===== config.mk =====
export PLATFORM = sky130hd
export DESIGN_NAME = mpc_perfmon
export DESIGN_NICKNAME = d
export VERILOG_FILES = /design/src/rtl/mpc_pkg.sv /design/src/rtl/mpc_evsel.sv /design/src/rtl/mpc_slice.sv /design/src/rtl/mpc_perfmon.sv
export SDC_FILE = /design/constraint.sdc
export NUM_CORES = 1
export LEC_CHECK = 0
export BUFFER_PORTS_ARGS = -buffer_cell sky130_fd_sc_hd__buf_2
export CAP_MARGIN = 20
export CELL_PAD_IN_SITES_DETAIL_PLACEMENT = 1
export CELL_PAD_IN_SITES_GLOBAL_PLACEMENT = 1
export CORE_MARGIN = 8
export CORE_UTILIZATION = 47
export CTS_CLUSTER_DIAMETER = 120
export DETAILED_ROUTE_END_ITERATION = 10
export GPL_TIMING_DRIVEN = 0
export PLACE_DENSITY_LB_ADDON = 0.1
export SLEW_MARGIN = 20
export SYNTH_ARGS = -nofsm -noshare
export SYNTH_HDL_FRONTEND = slang
export SYNTH_SLANG_ARGS = --single-unit

===== constraint.sdc =====
create_clock -name clk -period 3.4 [get_ports clk]
set_clock_uncertainty 0.1 [all_clocks]
set_input_delay 0.68 -clock clk [delete_from_list [all_inputs] [get_ports clk]]
set_output_delay 0.68 -clock clk [all_outputs]
set_load 0.03 [all_outputs]

===== src/rtl/mpc_pkg.sv =====
`timescale 1ns/1ps
package mpc_pkg;
   localparam int BUS_W    = 32;
   localparam int CODE_W   = 8;
   localparam int SEL_LSB  = 24;
   localparam int OVF_BIT  = 0;
   localparam int CLR_BIT  = 1;
   localparam int EN_BIT   = 2;
   localparam int NUM_EV   = 5;

   localparam int CTRL_BASE = 'h00;
   localparam int VAL_BASE  = 'h20;
   localparam int FILT_OFF  = 'h30;

   localparam logic [CODE_W-1:0] EVC_CYCLES  = 8'h00;
   localparam logic [CODE_W-1:0] EVC_RD_ACC  = 8'h04;
   localparam logic [CODE_W-1:0] EVC_WR_ACC  = 8'h05;
   localparam logic [CODE_W-1:0] EVC_PRECHG  = 8'h31;
   localparam logic [CODE_W-1:0] EVC_ACT     = 8'h32;
   localparam logic [CODE_W-1:0] EVC_REFRESH = 8'h37;
   localparam logic [CODE_W-1:0] EVC_ID_RD   = 8'h41;
   localparam logic [CODE_W-1:0] EVC_ID_WR   = 8'h42;

   typedef struct packed {
      logic [CODE_W-1:0] sel;
      logic              en;
      logic              ovf;
   } mpc_stat_t;
endpackage


===== src/rtl/mpc_evsel.sv =====
`timescale 1ns/1ps
module mpc_evsel
   import mpc_pkg::*;
#(
   parameter int ID_W = 8
) (
   input  logic [CODE_W-1:0] code_i,
   input  logic [NUM_EV-1:0] ev_pulse_i,
   input  logic              rd_xact_v_i,
   input  logic [ID_W-1:0]   rd_xact_id_i,
   input  logic              wr_xact_v_i,
   input  logic [ID_W-1:0]   wr_xact_id_i,
   input  logic [ID_W-1:0]   match_id_i,
   output logic              hit_o
);
   always_comb begin
      case (code_i)
         EVC_CYCLES:  hit_o = 1'b1;
         EVC_RD_ACC:  hit_o = ev_pulse_i[0];
         EVC_WR_ACC:  hit_o = ev_pulse_i[1];
         EVC_PRECHG:  hit_o = ev_pulse_i[2];
         EVC_ACT:     hit_o = ev_pulse_i[3];
         EVC_REFRESH: hit_o = ev_pulse_i[4];
         EVC_ID_RD:   hit_o = rd_xact_v_i && (rd_xact_id_i == match_id_i);
         EVC_ID_WR:   hit_o = wr_xact_v_i && (wr_xact_id_i == match_id_i);
         default:     hit_o = 1'b0;
      endcase
   end
endmodule


===== src/rtl/mpc_slice.sv =====
`timescale 1ns/1ps
module mpc_slice
   import mpc_pkg::*;
#(
   parameter int CNT_W    = 32,
   parameter bit IS_CYCLE = 1'b0
) (
   input  logic              clk,
   input  logic              rst_n,
   input  logic              wr_ctrl_i,
   input  logic              wr_en_i,
   input  logic              wr_clr_i,
   input  logic              wr_ovf_i,
   input  logic [CODE_W-1:0] wr_sel_i,
   input  logic              gate_i,
   input  logic              hit_i,
   output logic [CNT_W-1:0]  cnt_o,
   output mpc_stat_t         stat_o
);
   localparam logic [CNT_W-1:0] CMAX = {CNT_W{1'b1}};

   logic [CNT_W-1:0] cnt_q;
   logic             en_q;
   logic             start, stop, inc, wrap;

   assign start = wr_ctrl_i && wr_en_i && !en_q;
   assign stop  = wr_ctrl_i && !wr_en_i;
   assign inc   = en_q && gate_i && hit_i;
   assign wrap  = inc && (cnt_q == CMAX);

   always_ff @(posedge clk or negedge rst_n) begin
      if (!rst_n) begin
         cnt_q <= '0;
         en_q  <= 1'b0;
      end else if (start) begin
         en_q <= 1'b1;
         if (wr_clr_i) cnt_q <= '0;
      end else if (stop) begin
         en_q <= 1'b0;
      end else if (inc) begin
         cnt_q <= cnt_q + 1'b1;
         if (IS_CYCLE && wrap) en_q <= 1'b0;
      end
   end

   assign cnt_o     = cnt_q;
   assign stat_o.en = en_q;

   generate
      if (IS_CYCLE) begin : g_cyc
         logic ovf_q;
         logic unused_sel;
         assign unused_sel = ^wr_sel_i;

         always_ff @(posedge clk or negedge rst_n) begin
            if (!rst_n)                             ovf_q <= 1'b0;
            else if (wrap)                          ovf_q <= 1'b1;
            else if (start || (wr_ctrl_i && wr_ovf_i)) ovf_q <= 1'b0;
         end
         assign stat_o.ovf = ovf_q;
         assign stat_o.sel = EVC_CYCLES;

         assert_ovf_halts_R10: assert property (@(posedge clk) disable iff (!rst_n)
            $rose(ovf_q) |-> (!en_q && cnt_q == '0));
      end else begin : g_evt
         logic [CODE_W-1:0] sel_q;
         logic unused_ovf;
         assign unused_ovf = wr_ovf_i;

         always_ff @(posedge clk or negedge rst_n) begin
            if (!rst_n)     sel_q <= '0;
            else if (start) sel_q <= wr_sel_i;
         end
         assign stat_o.ovf = 1'b0;
         assign stat_o.sel = sel_q;
      end
   endgenerate

   assert_hold_R7: assert property (@(posedge clk) disable iff (!rst_n)
      (!wr_ctrl_i && !(en_q && gate_i && hit_i)) |=> $stable(cnt_q));

   assert_no_restart_R5: assert property (@(posedge clk) disable iff (!rst_n)
      (wr_ctrl_i && wr_en_i && en_q && !wrap) |=> (en_q && $stable(stat_o.sel)));
endmodule


===== src/rtl/mpc_perfmon.sv =====
`timescale 1ns/1ps
module mpc_perfmon
   import mpc_pkg::*;
#(
   parameter int NUM_CNT = 4,
   parameter int CNT_W   = 32,
   parameter int ID_W    = 8,
   parameter int ADDR_W  = 8
) (
   input  logic              clk,
   input  logic              rst_n,
   input  logic              bus_sel,
   input  logic              bus_wr,
   input  logic [ADDR_W-1:0] bus_addr,
   input  logic [BUS_W-1:0]  bus_wdata,
   output logic [BUS_W-1:0]  bus_rdata,
   output logic              bus_rvalid,
   input  logic [NUM_EV-1:0] ev_pulse,
   input  logic              rd_xact_v,
   input  logic [ID_W-1:0]   rd_xact_id,
   input  logic              wr_xact_v,
   input  logic [ID_W-1:0]   wr_xact_id,
   output logic              irq
);
   localparam logic [CNT_W-1:0]  CMAX   = {CNT_W{1'b1}};
   localparam logic [ADDR_W-1:0] A_FILT = ADDR_W'(FILT_OFF);

   generate
      if (NUM_CNT < 2 || NUM_CNT > 4) begin : g_bad_cnt
         $error("NUM_CNT must be 2..4 to fit the register map");
      end
      if (CNT_W < 2 || CNT_W > BUS_W) begin : g_bad_w
         $error("CNT_W must be 2..32");
      end
      if (ID_W < 1 || ID_W > BUS_W) begin : g_bad_id
         $error("ID_W must be 1..32");
      end
      if (ADDR_W < 6) begin : g_bad_a
         $error("ADDR_W must be at least 6");
      end
   endgenerate

   logic [CNT_W-1:0] cnt_w  [NUM_CNT];
   mpc_stat_t        stat_w [NUM_CNT];
   logic [ID_W-1:0]  match_q;
   logic             wr_go;
   logic             unused_wdata;

   assign wr_go        = bus_sel && bus_wr;
   assign unused_wdata = ^bus_wdata;

   always_ff @(posedge clk or negedge rst_n) begin
      if (!rst_n)                            match_q <= '0;
      else if (wr_go && bus_addr == A_FILT)  match_q <= bus_wdata[ID_W-1:0];
   end

   generate
      for (genvar n = 0; n < NUM_CNT; n++) begin : g_cnt
         localparam logic [ADDR_W-1:0] A_CTRL = ADDR_W'(CTRL_BASE + 4*n);
         logic wr_here;
         logic hit;
         assign wr_here = wr_go && (bus_addr == A_CTRL);

         if (n == 0) begin : g_master
            assign hit = 1'b1;
            mpc_slice #(.CNT_W(CNT_W), .IS_CYCLE(1'b1)) i_slice (
               .clk(clk), .rst_n(rst_n), .wr_ctrl_i(wr_here),
               .wr_en_i(bus_wdata[EN_BIT]), .wr_clr_i(bus_wdata[CLR_BIT]),
               .wr_ovf_i(bus_wdata[OVF_BIT]),
               .wr_sel_i(bus_wdata[SEL_LSB +: CODE_W]),
               .gate_i(1'b1), .hit_i(hit),
               .cnt_o(cnt_w[n]), .stat_o(stat_w[n]));
         end else begin : g_event
            mpc_evsel #(.ID_W(ID_W)) i_evsel (
               .code_i(stat_w[n].sel), .ev_pulse_i(ev_pulse),
               .rd_xact_v_i(rd_xact_v), .rd_xact_id_i(rd_xact_id),
               .wr_xact_v_i(wr_xact_v), .wr_xact_id_i(wr_xact_id),
               .match_id_i(match_q), .hit_o(hit));
            mpc_slice #(.CNT_W(CNT_W), .IS_CYCLE(1'b0)) i_slice (
               .clk(clk), .rst_n(rst_n), .wr_ctrl_i(wr_here),
               .wr_en_i(bus_wdata[EN_BIT]), .wr_clr_i(bus_wdata[CLR_BIT]),
               .wr_ovf_i(bus_wdata[OVF_BIT]),
               .wr_sel_i(bus_wdata[SEL_LSB +: CODE_W]),
               .gate_i(stat_w[0].en), .hit_i(hit),
               .cnt_o(cnt_w[n]), .stat_o(stat_w[n]));
         end
      end
   endgenerate

   logic [BUS_W-1:0] rd_next;

   always_comb begin
      rd_next = '0;
      for (int n = 0; n < NUM_CNT; n++) begin
         if (bus_addr == ADDR_W'(CTRL_BASE + 4*n)) begin
            rd_next[SEL_LSB +: CODE_W] = stat_w[n].sel;
            rd_next[EN_BIT]            = stat_w[n].en;
            rd_next[OVF_BIT]           = stat_w[n].ovf;
         end
         if (bus_addr == ADDR_W'(VAL_BASE + 4*n)) begin
            rd_next[CNT_W-1:0] = cnt_w[n];
         end
      end
      if (bus_addr == A_FILT) rd_next[ID_W-1:0] = match_q;
   end

   always_ff @(posedge clk or negedge rst_n) begin
      if (!rst_n) begin
         bus_rvalid <= 1'b0;
         bus_rdata  <= '0;
      end else begin
         bus_rvalid <= bus_sel && !bus_wr;
         if (bus_sel && !bus_wr) bus_rdata <= rd_next;
      end
   end

   assign irq = stat_w[0].ovf;

   assert_read_latency_R2: assert property (@(posedge clk) disable iff (!rst_n)
      (bus_sel && !bus_wr) |=> bus_rvalid);

   assert_irq_source_R10: assert property (@(posedge clk) disable iff (!rst_n)
      $rose(irq) |-> ($past(cnt_w[0] == CMAX) && $past(stat_w[0].en)));

   assert_irq_only_master_R12: assert property (@(posedge clk) disable iff (!rst_n)
      $rose(irq) |-> $fell(stat_w[0].en));
endmodule


==> reports/results.txt <==
Status -> finished clean
Number of distinct library cells after synthesis -> 72
Commonest cells after routing, fill and taps aside -> dfrtp_1, nor2_1, nand2_1
Placed cells -> 1594
Post-route ant nets -> 0
DRC viols -> 0
Min-Delay Path Class -> in -> async
Wirelength, routed -> 39100 um
Top_reg_cell synth -> dfrtp_1
WL/cell -> 24.0 um
Post-DP HPWL -> 29600 um
Die area -> 0.0287 mm^2
H-Tree Depth -> 4
Sink Count -> 198
VDD IR max -> 0.317 mV
Syn_nets -> 1259
Non-Filler Instances -> 1629
Max Clk Rate -> 304 MHz
Row cnt -> 56
Syn_area_per_cell -> 9.32 um^2
CP Data Required Time -> 3.62 ns
Comb power frac -> 0.081
Clock buffer depth -> 2
Vias in the first global route -> 10700
Layout area overhead -> 14.4%
GR Overflow Total -> 0
Post-synthesis register bit count -> 198
GRT Overall Usage -> 0.279
Clock power frac -> 0.437
Clock slew at reported path FFs -> 0.08 ns
Diode count -> 0
Final setup viols -> 0
Internal Power -> 3.74 mW
CTS buffer count -> 17
Crit Path Max Fanout -> 10
Period utilisation layout -> 0.969
Pwr dens -> 404 mW/mm^2
Initial Util -> 0.474
Die height -> 169 um
Largest net degree at the start of global routing -> 88
Slew margin rel. -> 0.305
Share of cells above drive strength 1 -> 0.157
Yosys warns -> 0
Crit path DAT -> 3.51 ns
First-pass GRT wire length -> 62400 um
WS Path Type -> reg -> reg
Max-slew violation count -> 0
Detailed Route Iter0 Violations -> 984
Initial antenna violation count -> 0
Worst-margin pin slew -> 1.03 ns
Final hold viol count -> 0
Max-capacitance violation count -> 0
Lkg Pwr -> 5.23 nW
P_sw -> 1.38 mW
Startpoint types -> flip-flop
Vias/cell -> 6.30
Root buf cell -> clkbuf_16
Netlist Area Pre-Place -> 0.0111 mm^2
Die width -> 169 um
Unrepaired setup endpoints after global routing -> no
Sw Ratio -> 0.270
Worst-Skew Late Latency -> 0.44 ns
# hold bufs at CTS -> 0
Seq/Total Area, Yosys -> 0.448
Period minus WS final -> 3.29 ns
CTS tree -> done
Crit. End Element -> flip-flop
Drt pass-1 iters -> 6
Async SR Flop Fraction -> 1.00
Most common cell after layout, fill and taps aside -> dfrtp_1
Via Count -> 10300
Hold_ws -> 0.0577 ns
Post-synth EDFFs -> 0
# nets final -> 1368
Setup ws final -> 0.106 ns
Io pins -> 101
Reg power frac -> 0.482
Port Buffers -> 84
Gp weighted congestion -> 0.949
Core area -> 0.0233 mm^2
Synthesized instance count -> 1188
Dpl ws -> -0.575 ns
[power groups by stage]
stage,logic (mW),registers (mW),clock network [mW]
after floorplan,0.145,2.57,0
after global placement,0.396,2.51,0
after detailed placement,0.413,2.51,0
after CTS,0.415,2.46,2.26
after global routing,0.456,2.47,2.34
final,0.414,2.47,2.24
[critical path, stage by stage (launching register included)]
cell      delay, ns
dfrtp_1        0.52
nor2b_1        0.24
a22oi_1        0.26
o41ai_2        0.09
nor4_1         0.75
clkbuf_1       0.54
nor3_1         0.15
nor2_1         0.17
mux2_2         0.34
[sequential cells by signal (all words and copies together), names as in the netlist]
signal	cells
g_cnt.g_event.i_slice.en_q	3
bus_rdata	32
g_cnt.g_event.i_slice.cnt_o	96
g_cnt.g_event.i_slice.g_evt.sel_q	24
match_q	8
g_cnt.g_master.i_slice.g_cyc.ovf_q	1
bus_rvalid	1
g_cnt.g_master.i_slice.cnt_o	32
g_cnt.g_master.i_slice.en_q	1
[metrics by stage]
step                 util  total power, mW  instance area, um^2  setup TNS (ns)
CTS                 0.541             5.13                12600               0
detailed placement  0.513             2.92                12000          -14.69
finish              0.543             5.12                12700               0
global placement    0.510             2.90                11900         -400.26
global route        0.543             5.27                12700               0
floorplan               -             2.71                11100               0
[cells in the mapped netlist, types with 22 or more instances]
cell type    n  area (um^2)
nand3_1     51          255
a22oi_1     39          293
nor3_1      22          110
nand2_1     98          368
clkbuf_1    53          199
mux2_2      36          405
and3_1      26          163
dfrtp_1    198         4950
nand4_1     38          238
a21oi_1     48          240
nor2_1     134          503
o21ai_0     39          195
xnor2_1     69          604
or3_1       35          219
inv_1       22         82.6
a31oi_1     28          175
nor4_1      37          231
[cells by family (layout without fill, tap and decap cells)]
family,count (synthesis),count (layout),synth area share
XOR/XNOR,88,88,0.0696
AO/OA/AOI/OAI,228,228,0.140
multiplexers,41,41,0.0411
flip-flops,198,198,0.448
AND/OR/NAND/NOR,542,542,0.266
buffers and inverters,87,209,0.0312
adder cells (fa/ha/maj),4,4,0.00452
[worst paths after layout]
| kind | start | end | slack (ns) | cells after the start |
|---|---|---|---|---|
| max reg2reg | g_cnt[2].g_event.i_slice.g_evt.sel_q[0] | g_cnt[2].g_event.i_slice.cnt_o[1] | 0.11 | 8 |
| max | g_cnt[2].g_event.i_slice.g_evt.sel_q[0] | g_cnt[2].g_event.i_slice.cnt_o[1] | 0.11 | 8 |
| min reg2reg | bus_rdata[7] | bus_rdata[7] | 0.40 | 2 |
| min | rst_n | g_cnt[1].g_event.i_slice.cnt_o[14] | 0.06 | 1 |
| max in group asynchronous | rst_n | bus_rdata[28] | 2.32 | 2 |
| min in group clk | bus_wdata[7] | match_q[7] | 0.37 | 2 |
[metal layers]
metal	part of all wire	GRT usage	up-vias
met2	0.47	0.445	341
met4	0.032	0.107	0
li1	-	-	4644
met5	0	0	-
met3	0.053	0.0402	59
met1	0.45	0.379	5213
[cell type report]
class	instances	area [um^2]
clock inverters	15	208
fillers	2687	10700
inverters	23	86.3
multi-input cells	903	5820
clock buffers	17	425
well taps	319	399
plain buffers	64	262
repair buffers	90	515
flip-flops and latches	198	4950
[repair_timing]
action,in CTS,in global routing
endpoints found under the setup margin,17,22
setup buffers,3,0
pin swaps,1,0
gates resized for setup,1,9
Note: power is estimated with default switching activity, not from simulation.
